===== src/rtl/clkStopPkg.sv =====
`timescale 1ns/1ps
package clkStopPkg;
  // Strobes from the control section to the gating datapath
  typedef struct packed {
    logic pinRun;   // synchronized pin, 1 = run
    logic regRun;   // register bit, 1 = run
    logic runReq;   // combined run request
  } gateStrobe_t;
endpackage


===== src/rtl/clkStopCtl.sv =====
`timescale 1ns/1ps
module clkStopCtl
  import clkStopPkg::*;
#(
  parameter int SYNC_STAGES = 2
) (
  input  logic        refClk,
  input  logic        rstN,
  input  logic        stopPinN,
  input  logic        regRunBit,
  output gateStrobe_t strobe
);
  localparam int LAST = SYNC_STAGES - 1;

  logic [LAST:0] syncQ;

  // Asynchronous pin enters the refClk domain through a flop chain
  always_ff @(posedge refClk or negedge rstN) begin
    if (!rstN) syncQ <= '0;
    else       syncQ <= {syncQ[LAST-1:0], stopPinN};
  end

  always_comb begin
    strobe.pinRun = syncQ[LAST];
    strobe.regRun = regRunBit;
    strobe.runReq = syncQ[LAST] & regRunBit;
  end
endmodule


===== src/rtl/clkStopGate.sv =====
`timescale 1ns/1ps
module clkStopGate
  import clkStopPkg::*;
#(
  parameter int NUM_PCI  = 4,
  parameter int NUM_FLEX = 2
) (
  input  logic                refClk,
  input  logic                rstN,
  input  gateStrobe_t         strobe,
  input  logic [NUM_FLEX-1:0] freeRunMask,
  output logic [NUM_PCI-1:0]  pciClk,
  output logic [NUM_FLEX-1:0] flexClk,
  output logic                statusRunBit
);
  logic gateEn;

  // Enables change only on the falling edge, while every output is low
  always_ff @(negedge refClk or negedge rstN) begin
    if (!rstN) gateEn <= 1'b0;
    else       gateEn <= strobe.runReq;
  end

  for (genvar p = 0; p < NUM_PCI; p++) begin : g_pci
    assign pciClk[p] = refClk & gateEn;
  end

  for (genvar f = 0; f < NUM_FLEX; f++) begin : g_flex
    logic flexEn;
    always_ff @(negedge refClk or negedge rstN) begin
      if (!rstN) flexEn <= 1'b0;
      else       flexEn <= strobe.runReq | freeRunMask[f];
    end
    assign flexClk[f] = refClk & flexEn;
  end

  assign statusRunBit = gateEn;
endmodule


===== src/rtl/clkStopTop.sv =====
`timescale 1ns/1ps
module clkStopTop
  import clkStopPkg::*;
#(
  parameter int NUM_PCI     = 4,
  parameter int NUM_FLEX    = 2,
  parameter int SYNC_STAGES = 2
) (
  input  logic                refClk,
  input  logic                rstN,
  input  logic                stopPinN,
  input  logic                regRunBit,
  input  logic [NUM_FLEX-1:0] freeRunMask,
  output logic [NUM_PCI-1:0]  pciClk,
  output logic [NUM_FLEX-1:0] flexClk,
  output logic                statusRunBit
);
  gateStrobe_t strobe;

  clkStopCtl #(.SYNC_STAGES(SYNC_STAGES)) ctl_i (
    .refClk    (refClk),
    .rstN      (rstN),
    .stopPinN  (stopPinN),
    .regRunBit (regRunBit),
    .strobe    (strobe)
  );

  clkStopGate #(.NUM_PCI(NUM_PCI), .NUM_FLEX(NUM_FLEX)) gate_i (
    .refClk       (refClk),
    .rstN         (rstN),
    .strobe       (strobe),
    .freeRunMask  (freeRunMask),
    .pciClk       (pciClk),
    .flexClk      (flexClk),
    .statusRunBit (statusRunBit)
  );
endmodule


===== config.mk =====
export PLATFORM = sky130hd
export DESIGN_NAME = clkStopTop
export DESIGN_NICKNAME = d
export VERILOG_FILES = /design/src/rtl/clkStopPkg.sv /design/src/rtl/clkStopCtl.sv /design/src/rtl/clkStopGate.sv /design/src/rtl/clkStopTop.sv
export SDC_FILE = /design/constraint.sdc
export NUM_CORES = 1
export LEC_CHECK = 0
export BUFFER_PORTS_ARGS = -buffer_cell sky130_fd_sc_hd__buf_4
export CELL_PAD_IN_SITES_DETAIL_PLACEMENT = 0
export CELL_PAD_IN_SITES_GLOBAL_PLACEMENT = 1
export CORE_AREA = 2 2 39 41
export CTS_CLUSTER_SIZE = 25
export DETAILED_ROUTE_END_ITERATION = 10
export DIE_AREA = 0 0 41 43
export PLACE_DENSITY_LB_ADDON = 0.3
export SYNTH_ARGS = -nofsm -noshare
export SYNTH_HDL_FRONTEND = slang
export SYNTH_SLANG_ARGS = --single-unit

===== constraint.sdc =====
create_clock -name refClk -period 2.2 [get_ports refClk]
set_clock_uncertainty 0.2 [all_clocks]
set_input_delay 0.22 -clock refClk [delete_from_list [all_inputs] [get_ports refClk]]
set_output_delay 0.22 -clock refClk [all_outputs]
set_load 0.01 [all_outputs]

# == Yosys cells after proc, flatten, opt, wreduce, memory -nomap -nowiden ==
# Cells that the tools add are included.
# Widths: inputs -> output; s select.
# word_totals
reg_bits,5
output_inout_bits,7
elab_cells,10
# op_classes
bitwise,6
# ops
op,count
$and 1x1->1,4
$or 1x1->1,2

# == Depth between registers and ports, before layout ==
# logic_depth
depth_word,2
mapped_depth,2
depth_no_buf,1

# == By module ==
# Synthesis repeated with hierarchy kept, for this count alone.
# hier_totals
hier_cells,16
hier_area_um2,200.2
# by_module_without_submodules
module,n_inst,cells_each,area_each_um2,seq_area_each_um2
clkStopGate,1,11,128.9,75.1
clkStopCtl,1,5,71.3,50.0

==> results.py <==
metrics = {
    "synthesis": {
        "ys_warn_count": 0,
        "synth_edf_count": 0,
        "synth.avg_cell_area_um2": 13.4,
        "synth_area_leaders": "dfrtn_1, dfrtp_1, and2_1",
        "postSynthCellCount": 14,
        "synthMostInstantiatedCell": "and2_1",
        "synth.lib_cells_used.distinct": 5,
        "synth_commonest_cells": "and2_1, buf_4, dfrtn_1",
        "post_synthesis_net_count": 20,
        "synthDominantAreaCellType": "dfrtn_1",
        "synth.ff_latch_count": 5,
        "ys_async_sr_fraction": 1.00,
        "synth.yosys.seq_area_share": 0.667,
        "ys.flop_type": "dfrtn_1",
        "syn-cell-area_um2": 188,
        "yosys.area.top_type_share": 0.400,
    },
    "final_layout": {
        "final_nets": 44,
        "drive_above_1_share": 0.684,
        "antenna_cells_inserted": 0,
        "area_delta_synth_final_pct": 133,
        "final_design_area_no_fill_um2": 438,
        "num-fill-cells": 148,
        "finish.cell_count_without_fillers": 54,
    },
    "floorplanning": {
        "die-height_um": 43,
        "design.core.area_um2": 1380,
        "ios": 13,
        "placement_rows": 14,
        "dieArea_um2": 1760,
        "chipWidth_um": 41,
        "floorplan.initialDensity": 0.136,
    },
    "placement": {
        "detailedPlace.worstSlack_ns": 0.0362,
        "place_inst": 39,
        "gp_congestion": 0.634,
        "detailed_place.area_um2": 278,
        "port_buffers": 12,
    },
    "clock_network": {
        "cts_tree": "yes",
        "clk-insertion-delay-late_ns": 0.34,
        "path_clk_slew_ns": 0.04,
    },
    "global_route": {
        "grt.overflow.total": 0,
        "maximum_number_of_pins_on_one_net_before_global_route_repair": 6,
        "antenna_violations_before_repair": 0,
        "first_global_vias": 262,
        "grt_pass1_wl_um": 786,
        "grt.total_usage": 0.0878,
    },
    "detailed_routing": {
        "postRouteAntennaNets": 0,
        "post_detailed_route_wirelength_per_cell_um": 8.87,
        "via_count": 194,
        "first_pass_iters": 4,
        "drt_drc_violations_left": 0,
        "detailedRoute.firstIterationViolations": 1,
        "totalWireLength_um": 479,
        "via_count_normalized_by_instance_count": 3.59,
    },
    "setup_path": {
        "worst-path-max-fanout": 2,
        "cp_data_required_time_ns": 1.78,
        "timing.critical_path.slowest_stage_cell": "dfrtn_1",
        "worst-endpoint-arrival_ns": 2.24,
        "worst_r2r_path_depth": 1,
        "critical_path.reg2reg.startpoint": "ctl_i.syncQ[1]",
        "critical-path-max-stage-delay_ns": 0.40,
        "cp_cell_sequence": "and2_4, clkbuf_8, buf_6",
        "crit_type": "flip-flop to output pin",
        "critical_path.endpoint_type": "output pin",
        "r2r_slack_ns": 0.20,
        "crit_buf_inv": 2,
        "crit_path_start_kind": "flip-flop",
        "crit_family": "flip-flops",
        "worstReg2RegEnd": "gate_i.g_flex[0].flexEn",
    },
    "sta": {
        "report.final.setup_viol": 10,
        "setup_ws_ns": -0.456,
        "slew_violations": 0,
        "final_hold_viol_count": 0,
        "whs_ns": 0.0102,
        "totalNegativeSetupSlack_ns": -2.66,
        "tightest_slew_ns": 0.0939,
        "slew-limit-headroom": 0.937,
        "grt_setup_unrepaired": "true",
    },
    "power": {
        "peakVddDrop_uv": 527,
        "power_per_cell_area_nw_per_um2": 1370,
        "power.static_leakage_nw": 0.222,
    },
    "job": {
        "maxCapViolCount": 0,
    },
    "hold_path": {
        "min-delay-path-class": "primary input to async pin",
    },
    "status": {
        "status": "finished with violations",
        "failed_checks": "setup timing",
    },
}
## power breakdown
part | total, mW | switching, mW | internal [mW]
Sequential | 0.0999 | 0.00188 | 0.0980
Combinational | 0.0181 | 0.00556 | 0.0126
Clock | 0.480 | 0.144 | 0.336
Total | 0.598 | 0.151 | 0.447
## how the worst max path moves through the flow
stage	endpoint	startpoint	cells after the start	slack [ns]
global placement	pciClk[0]	gate_i.statusRunBit	2	0.04
finish	pciClk[2]	gate_i.statusRunBit	3	-0.46
floorplan	pciClk[1]	gate_i.statusRunBit	2	-0.05
detailed placement	pciClk[0]	gate_i.statusRunBit	2	0.04
global route	pciClk[2]	gate_i.statusRunBit	3	-0.52
CTS	pciClk[3]	gate_i.statusRunBit	3	-0.47
## logic make-up (layout without fill, tap and decap cells)
group,Yosys count,count (layout),synth area share
AO/OA/AOI/OAI,2,2,0.0800
AND/OR/NAND/NOR,4,4,0.133
buffers and inverters,3,27,0.120
flip-flops,5,5,0.667
## layout by cell type, fill, tap and decap left out
cell	instances
clkbuf_4	7
clkbuf_1	2
buf_4	6
buf_6	7
dfrtp_1	2
and2_1	1
dfrtn_1	3
and2_4	3
dlygate4sd3_1	2
a21o_1	2
clkbuf_8	3
## metrics by stage
step | util | power [mW]
5_1_grt | 0.316 | 0.647
4_1_cts | 0.308 | 0.616
3_3_place_gp | 0.201 | 0.232
3_5_place_dp | 0.201 | 0.233
2_1_floorplan | - | 0.180
6_report | 0.316 | 0.598
## metal layers
layer | track usage | vias up | part of all wire
met5 | 0 | - | 0
met4 | 0.180 | 0 | 0.023
met3 | 0.131 | 2 | 0.21
met2 | 0.0563 | 19 | 0.45
met1 | 0.0556 | 84 | 0.31
li1 | - | 89 | -
## state kept, by name (all words and copies together) (netlist names)
signal                cells
gate_i.g_flex.flexEn      2
ctl_i.syncQ               2
gate_i.statusRunBit       1
## final cells by class
type / instances / area [um^2] / share of cell area
well taps: 16 / 20.0 / 0.0457
clock buffers: 18 / 169 / 0.386
multi-input cells: 6 / 47.5 / 0.109
flip-flops and latches: 5 / 125 / 0.286
repair buffers: 9 / 76.3 / 0.174
## repair_timing
item	CTS	global route
hold buffers	2	0
gates cloned	0	0
setup endpoints to repair	10	10
pin swaps	1	0
endpoints found under the hold margin	3	0
setup buffers	0	1
gates resized for setup	11	1
Note: power is estimated with default switching activity, not from simulation.
